<file path="src/rtl/irqc_pkg.sv">
package irqc_pkg;
  localparam int unsigned ADDR_W = 2;
  localparam logic [ADDR_W-1:0] OFS_ENABLE = 2'd0;
  localparam logic [ADDR_W-1:0] OFS_SENSE  = 2'd1;
  localparam logic [ADDR_W-1:0] OFS_STATUS = 2'd2;
  localparam logic [ADDR_W-1:0] OFS_ACK    = 2'd3;
endpackage

</file>
<file path="src/rtl/irqc_regs.sv">
module irqc_regs
  import irqc_pkg::*;
#(
  parameter int unsigned NUM_IRQ = 8
) (
  input  logic               clk,
  input  logic               rst,
  input  logic               bus_sel,
  input  logic               bus_wr,
  input  logic [ADDR_W-1:0]  bus_addr,
  input  logic [NUM_IRQ-1:0] bus_wdata,
  input  logic [NUM_IRQ-1:0] status,
  output logic [NUM_IRQ-1:0] enable_q,
  output logic [NUM_IRQ-1:0] sense_q,
  output logic [NUM_IRQ-1:0] rdata_q,
  output logic               ack_rd
);
  logic wr_en, rd_en;

  assign wr_en  = bus_sel & bus_wr;
  assign rd_en  = bus_sel & ~bus_wr;
  assign ack_rd = rd_en & (bus_addr == OFS_ACK);

  always_ff @(posedge clk) begin
    if (rst) begin
      enable_q <= '0;
      sense_q  <= '0;
    end else if (wr_en) begin
      if (bus_addr == OFS_ENABLE) enable_q <= bus_wdata;
      if (bus_addr == OFS_SENSE)  sense_q  <= bus_wdata;
    end
  end

  always_ff @(posedge clk) begin
    if (rst) begin
      rdata_q <= '0;
    end else if (rd_en) begin
      case (bus_addr)
        OFS_ENABLE: rdata_q <= enable_q;
        OFS_SENSE:  rdata_q <= sense_q;
        default:    rdata_q <= status;
      endcase
    end
  end
endmodule

</file>
<file path="src/rtl/irqc_edge_detect.sv">
module irqc_edge_detect #(
  parameter int unsigned NUM_IRQ = 8
) (
  input  logic               clk,
  input  logic               rst,
  input  logic [NUM_IRQ-1:0] lines,
  output logic [NUM_IRQ-1:0] rise
);
  logic [NUM_IRQ-1:0] hist_q;

  for (genvar g = 0; g < NUM_IRQ; g++) begin : g_line
    always_ff @(posedge clk) begin
      if (rst) hist_q[g] <= 1'b0;
      else     hist_q[g] <= lines[g];
    end
    assign rise[g] = lines[g] & ~hist_q[g];
  end
endmodule

</file>
<file path="src/rtl/irqc_pend_latch.sv">
module irqc_pend_latch #(
  parameter int unsigned NUM_IRQ = 8
) (
  input  logic               clk,
  input  logic               rst,
  input  logic [NUM_IRQ-1:0] lines,
  input  logic [NUM_IRQ-1:0] rise,
  input  logic [NUM_IRQ-1:0] enable,
  input  logic [NUM_IRQ-1:0] sense,
  input  logic               ack_rd,
  output logic [NUM_IRQ-1:0] pend_nxt,
  output logic [NUM_IRQ-1:0] pend_q
);
  for (genvar g = 0; g < NUM_IRQ; g++) begin : g_bit
    logic edge_hold;
    // an acknowledge drops the held bit, but a fresh rise in the same cycle re-arms it
    assign edge_hold   = (pend_q[g] & ~ack_rd) | rise[g];
    assign pend_nxt[g] = enable[g] & (sense[g] ? edge_hold : lines[g]);

    always_ff @(posedge clk) begin
      if (rst) pend_q[g] <= 1'b0;
      else     pend_q[g] <= pend_nxt[g];
    end
  end
endmodule

</file>
<file path="src/rtl/irqc_prio_enc.sv">
module irqc_prio_enc #(
  parameter int unsigned NUM_IRQ = 8,
  localparam int unsigned CODE_W = $clog2(NUM_IRQ)
) (
  input  logic               clk,
  input  logic               rst,
  input  logic [NUM_IRQ-1:0] req,
  output logic [CODE_W-1:0]  code_q,
  output logic               valid_q
);
  logic [CODE_W-1:0] code_c;

  // later (higher) indices overwrite lower ones, so the top set bit wins
  always_comb begin
    code_c = '0;
    for (int i = 0; i < NUM_IRQ; i++) begin
      if (req[i]) code_c = i[CODE_W-1:0];
    end
  end

  always_ff @(posedge clk) begin
    if (rst) begin
      code_q  <= '0;
      valid_q <= 1'b0;
    end else begin
      code_q  <= code_c;
      valid_q <= |req;
    end
  end
endmodule

</file>
<file path="src/rtl/irq_prio_ctrl.sv">
module irq_prio_ctrl
  import irqc_pkg::*;
#(
  parameter int unsigned NUM_IRQ = 8,
  localparam int unsigned CODE_W = $clog2(NUM_IRQ)
) (
  input  logic               clk,
  input  logic               rst,
  input  logic [NUM_IRQ-1:0] irq_in,
  input  logic               bus_sel,
  input  logic               bus_wr,
  input  logic [ADDR_W-1:0]  bus_addr,
  input  logic [NUM_IRQ-1:0] bus_wdata,
  output logic [NUM_IRQ-1:0] bus_rdata,
  output logic               irq_out,
  output logic               vec_valid,
  output logic [CODE_W-1:0]  vec_code
);
  logic [NUM_IRQ-1:0] enable_q, sense_q, rise, pend_nxt, pend_q;
  logic               ack_rd;
  logic               irq_q;

  irqc_regs #(.NUM_IRQ(NUM_IRQ)) u_regs (
    .clk(clk), .rst(rst),
    .bus_sel(bus_sel), .bus_wr(bus_wr), .bus_addr(bus_addr), .bus_wdata(bus_wdata),
    .status(pend_q),
    .enable_q(enable_q), .sense_q(sense_q), .rdata_q(bus_rdata), .ack_rd(ack_rd)
  );

  irqc_edge_detect #(.NUM_IRQ(NUM_IRQ)) u_edge (
    .clk(clk), .rst(rst), .lines(irq_in), .rise(rise)
  );

  irqc_pend_latch #(.NUM_IRQ(NUM_IRQ)) u_pend (
    .clk(clk), .rst(rst), .lines(irq_in), .rise(rise),
    .enable(enable_q), .sense(sense_q), .ack_rd(ack_rd),
    .pend_nxt(pend_nxt), .pend_q(pend_q)
  );

  irqc_prio_enc #(.NUM_IRQ(NUM_IRQ)) u_enc (
    .clk(clk), .rst(rst), .req(pend_nxt), .code_q(vec_code), .valid_q(vec_valid)
  );

  always_ff @(posedge clk) begin
    if (rst) irq_q <= 1'b0;
    else     irq_q <= |pend_nxt;
  end
  assign irq_out = irq_q;
endmodule

</file>
<file path="config.mk">
export PLATFORM = sky130hd
export DESIGN_NAME = irq_prio_ctrl
export DESIGN_NICKNAME = d
export VERILOG_FILES = /design/src/rtl/irqc_pkg.sv /design/src/rtl/irqc_regs.sv /design/src/rtl/irqc_edge_detect.sv /design/src/rtl/irqc_pend_latch.sv /design/src/rtl/irqc_prio_enc.sv /design/src/rtl/irq_prio_ctrl.sv
export SDC_FILE = /design/constraint.sdc
export NUM_CORES = 1
export LEC_CHECK = 0
export ABC_AREA = 0
export BUFFER_PORTS_ARGS = -buffer_cell sky130_fd_sc_hd__buf_4
export CAP_MARGIN = 20
export CORE_UTILIZATION = 40
export DETAILED_ROUTE_END_ITERATION = 6
export PLACE_DENSITY_LB_ADDON = 0.05
export SETUP_SLACK_MARGIN = 0.5
export SYNTH_ARGS = -nofsm -noshare
export SYNTH_HDL_FRONTEND = slang
export SYNTH_SLANG_ARGS = --single-unit
</file>
<file path="constraint.sdc">
create_clock -name clk -period 1.25 [get_ports clk]
set_input_delay 0.125 -clock clk [delete_from_list [all_inputs] [get_ports clk]]
set_output_delay 0.125 -clock clk [all_outputs]
set_load 0.005 [all_outputs]
</file>
# After elaboration in Yosys (flattened, before gate mapping)
# Cells that the tools add are included.
[word_totals] word_cells=88 input_bits=22 memories=0 latch_bits=0 output_inout_bits=13 ramBits=0 ff_bits=44 rom_bits=0
[op_classes] n_div=0 n_lt_le_gt_ge=0 n_reduce_logical=4 mul=0 muxes=16 n_eq_ne=2 bitwise=45 shift=0 add_sub_neg=0
[ops] operator="AND 1 bit" n=27
[ops] operator="case mux 8 bit (2 select lines)" n=1
[ops] operator="2-to-1 mux 3 bit" n=4
[ops] operator="inverter 1 bit" n=10
[ops] operator="2-to-1 mux 1 bit" n=9
[ops] operator="bitwise OR 1 bit" n=8
[ops] operator="OR reduction 8 bit" n=1
[ops] operator="2-to-1 mux 2 bit" n=2
[ops] operator="AND reduction 2 bit" n=2
[ops] operator="equality test 2 x 1 -> 1 bit (second input constant)" n=1
[ops] operator="equality test 2 bit (second input constant)" n=1
[ops] operator="zero test 2 bit" n=1

# Longest topological paths before layout
[depth] ltp_word=15 mapped_depth=6 depth_no_buf=4

# Modules after synthesis
# Synthesis repeated with hierarchy kept, for this count alone.
[hier_totals] cells_unflattened=212 area_unflattened_um2=1990.7
[modules_own_cells] mod="irqc_regs" n_inst=1 area_each_um2=1087.3 cells_per_inst=119
[modules_own_cells] mod="irqc_pend_latch" n_inst=1 area_each_um2=445.4 cells_per_inst=49
[modules_own_cells] mod="irqc_edge_detect" n_inst=1 area_each_um2=260.2 cells_per_inst=24
[modules_own_cells] mod="irqc_prio_enc" n_inst=1 area_each_um2=160.2 cells_per_inst=16
[modules_own_cells] mod="irq_prio_ctrl" n_inst=1 area_each_um2=37.5 cells_per_inst=4

# Least setup slack after synthesis
# OpenSTA, ideal clock, no wires.
[synth_path] path_type="input -> register" startpoint="in bus_addr[1]" endpoint="reg u_regs.enable_q[0]" arrival_ns=0.950 cell_stages=4 required_ns=1.122 slack_ns=0.173 setup_ns=0.128 path_buffers=1 path_cell_list="buf_4 nor3_4 mux2i_1 nor2_1"
[synth_between] elab_chain_cells=2
[synth_rtl] item="from (decl)" line_no="irq_prio_ctrl.sv:12" source="input logic [ADDR_W-1:0] bus_addr,"
[synth_rtl] item="zero test 2 bit" line_no="irqc_regs.sv:29" source="if (bus_addr == OFS_ENABLE) enable_q <= bus_wdata;"
[synth_rtl] item="AND reduction 2 bit (no source line)"
[synth_rtl] item="to (signal assigned)" line_no="irqc_regs.sv:29"
[synth_rtl] item="to (decl)" line_no="irqc_regs.sv:13" source="output logic [NUM_IRQ-1:0] enable_q,"
# No other way between the ends.
# A chain may end at the register's enable or synchronous reset.

# Worst setup path in the final report
[layout_path] startpoint="reg u_regs.sense_q[1]" endpoint="reg u_enc.valid_q"
[layout_between] elab_chain_cells=3
[layout_rtl] item="from (decl)" line_no="irqc_regs.sv:14" source="output logic [NUM_IRQ-1:0] sense_q,"
[layout_rtl] item="from (signal assigned)" line_no="irqc_regs.sv:30" source="if (bus_addr == OFS_SENSE) sense_q <= bus_wdata;"
[layout_rtl] item="2-to-1 mux 1 bit" line_no="irqc_pend_latch.sv:18" source="assign pend_nxt[g] = enable[g] & (sense[g] ? edge_hold : lines[g]);"
[layout_rtl] item="AND 1 bit" line_no="irqc_pend_latch.sv:18"
[layout_rtl] item="OR reduction 8 bit" line_no="irqc_prio_enc.sv:27" source="valid_q <= |req;"
[layout_rtl] item="to (signal assigned)" line_no="irqc_prio_enc.sv:27"
[layout_rtl] item="to (decl)" line_no="irqc_prio_enc.sv:9" source="output logic valid_q"
# No other way between the ends.

==> impl_metrics.tcl <==
set metrics [dict create \
    worst_slew_slack_as_a_fraction_of_its_limit_pct 77.7 \
    first_global_vias 1626 \
    io-pin-count 35 \
    max_ir_drop_vdd_mv 0.554 \
    ant_nets 0 \
    port_buffers 34 \
    post-layout-total-power_mw 2.67 \
    final_area_um2 2830 \
    inserted_clock_buffers 5 \
    final_layout_size_suffix_gt1_share_pct 51.6 \
    worst_clock_skew_ps 9.63 \
    asyncSetResetFlopFracSynth_pct 0 \
    setup_viol 0 \
    ctsHoldBuffers 0 \
    timing.setup.critical_path_class "register to register" \
    final_setup_tns_ps 0 \
    grt_first_pass_wirelength_mm 7.91 \
    final_min_period_over_clock_period_pct 89.8 \
    cellPowerDensity_nw_per_um2 942 \
    post-route-drc-count 0 \
    core_utilization_of_the_finished_layout_pct 64.2 \
    num-nets-final 296 \
    core.rowCount 24 \
    route.vias.total 1717 \
    cp_data_arrival_time_ps 1300 \
    dieArea_um2 4950 \
    groute.usage.overall_pct 20.6 \
    drt-vias-per-instance 5.25 \
    post_synth.cell_area_avg_um2 8.66 \
    pin_count_of_the_biggest_net_entering_global_routing 29 \
    crit_path_end_kind "register" \
    slowest_delay_ps 350 \
    cp_max_fo 4 \
    maxCapViolCount 0 \
    synth_top_flop_cell "sky130_fd_sc_hd__dfxtp_1" \
    setup_repair_after_global_routing_missed_its_margin "yes" \
    cts_max_level 2 \
    synthTopCellsByArea "sky130_fd_sc_hd__dfxtp_1 47%, sky130_fd_sc_hd__nand2_1 9.6%, sky130_fd_sc_hd__mux2i_1 8.6%, sky130_fd_sc_hd__a21oi_1 5.4%, sky130_fd_sc_hd__nor2b_1 3.3%" \
    first_pass_iters 4 \
    drt_first_iter_violations 39 \
    grt_remaining_overflow 0 \
    start_util_pct 42.4 \
    clock_insertion_delay_worst_skew_ps 300 \
    post-route-min-period_ps 1120 \
    cts-root-buf "sky130_fd_sc_hd__clkbuf_8" \
    timing.critical_path.slowest_stage_cell "sky130_fd_sc_hd__dfxtp_2" \
    timing.critical_path.required_ps 1430 \
    fp.dieH_um 70.4 \
    finalHoldViolCount 0 \
    slew_violations 0 \
    cts_tree "yes" \
    worst_path_cell_trace "nand3_2 > a21oi_1 > a311oi_2 > a41oi_2" \
    yosys_register_bits 44 \
    syn_area_um2 1870 \
    antenna_found_initial 0 \
    antenna_cells 0 \
    fin_worst_hold_slack_ps 50.0 \
    worstSetupStartpointType "register" \
    yosysTopAreaCellShare_pct 47.1 \
    path_buf_inv 0 \
    postRouteWirelength_mm 4.90 \
    tightestPinTransition_ps 334 \
    outcome "finished clean" \
    yosys_warnings 0 \
    fmax_mhz 891 \
    p_leak_nw 1.08 \
    postSynthNetCount 238 \
    ctsLongestPathBuffers 2 \
    place_congestion 0.775 \
    core_area_um2 4410 \
    synth_enable_flop_cells 0 \
    detailed_place.area_um2 2330 \
    floorplan.die.width_um 70.4 \
    min_path_type "primary input to register" \
    wl_per_cell_um 15.0 \
    post-dp-hpwl_mm 3.25 \
    dominant_cell_type_by_area_after_synthesis "sky130_fd_sc_hd__dfxtp_1" \
    cts.clk_slew.worst_paths_ps 80 \
    netlist-cell-type-count 31 \
    cts_sinks 44 \
    synth-seq-area-share_pct 47.1 \
    synthToLayoutAreaGrowth_pct 51.4 \
    cp_top_family "compound AO/OA/AOI/OAI gates" \
    syn-instance-count 216 \
]
cell type report:
| cell class | instances | area [um2] |
|---|---|---|
| Clock buffer | 6 | 82.6 |
| Clock inverter | 2 | 10.0 |
| Fill cell | 396 | 1580 |
| Multi-Input combinational cell | 160 | 1150 |
| Sequential cell | 44 | 933 |
| Tap cell | 52 | 65.1 |
| Timing Repair Buffer | 63 | 592 |
synth_stat cells (all sizes together) (2+ instances only):
master,n
a21oi,20
a32o,2
a32oi,4
and2,3
and3,8
buf,5
clkbuf,7
dfxtp,44
mux2i,16
nand2,49
nand2b,2
nand3,5
nand4b,3
nor2,16
nor2b,10
o21ai,9
o22ai,2
routing by layer:
layer  track usage (%)  routed length [um]  vias to the layer above
met2              34.6                2490                       35
li1                  -                   -                      866
met4              8.00                  31                        0
met5                 0                   0                        -
met1              25.6                2170                      812
met3              4.33                 203                        4
path summary, 6_finish.rpt:
check / start / end / slack, ps / depth (start not counted)
max reg2reg: u_regs.sense_q[1] / u_enc.valid_q / 130 / 4
min reg2reg: u_regs.rdata_q[3] / u_regs.rdata_q[3] / 460 / 2
min: irq_in[1] / u_edge.hist_q[1] / 50 / 2
max: u_regs.sense_q[1] / u_enc.valid_q / 130 / 4
power by group:
| group | switching (mW) | leakage (nW) | internal [mW] |
|---|---|---|---|
| Combinational | 0.139 | 0.653 | 0.157 |
| Sequential | 0.0232 | 0.374 | 1.42 |
| Clock | 0.484 | 0.0510 | 0.441 |
sequential cells by signal (all words and copies together), names as in the netlist:
signal,flops
u_pend.pend_q,8
u_regs.enable_q,8
u_enc.valid_q,1
u_enc.code_q,3
u_regs.rdata_q,8
u_edge.hist_q,8
u_regs.sense_q,8
cells by family after synthesis:
logic type / share of synthesized area (%)
buf+inv: 3.21
mux: 8.56
compound gates: 15.1
simple gates: 26.0
flops: 47.1
layout by cell type, fill, tap and decap left out, types with 2 or more instances in the layout:
cell type                   n
sky130_fd_sc_hd__a21oi_1   16
sky130_fd_sc_hd__a21oi_2    4
sky130_fd_sc_hd__a32oi_4    3
sky130_fd_sc_hd__and2_4     3
sky130_fd_sc_hd__and3_4     8
sky130_fd_sc_hd__buf_12     2
sky130_fd_sc_hd__buf_4     37
sky130_fd_sc_hd__buf_6     23
sky130_fd_sc_hd__clkbuf_8   6
sky130_fd_sc_hd__clkinv_2   2
sky130_fd_sc_hd__dfxtp_1   14
sky130_fd_sc_hd__dfxtp_2   24
sky130_fd_sc_hd__dfxtp_4    6
sky130_fd_sc_hd__mux2i_1   15
sky130_fd_sc_hd__nand2_1   42
sky130_fd_sc_hd__nand2_2    6
sky130_fd_sc_hd__nand3_1    2
sky130_fd_sc_hd__nand3_2    3
sky130_fd_sc_hd__nand4b_1   3
sky130_fd_sc_hd__nor2_1    16
sky130_fd_sc_hd__nor2b_1   10
sky130_fd_sc_hd__o21ai_1    8
per-stage QoR:
| stage | setup WS [ps] | cells |
|---|---|---|
| 6_report | 128 | 327 |
| 5_1_grt | 96.8 | 327 |
| 4_1_cts | 143 | 321 |
| 3_5_place_dp | -45.5 | 306 |
| 3_3_place_gp | -11.3 | 306 |
| 2_1_floorplan | 197 | 216 |
repair_timing:
| action | in CTS | in global routing |
|---|---|---|
| pin swaps | 13 | 8 |
| setup endpoints to repair | 44 | 45 |
| gates resized for setup | 52 | 32 |
| buffers inserted | 7 | 6 |
Note: power is estimated with default switching activity, not from simulation.
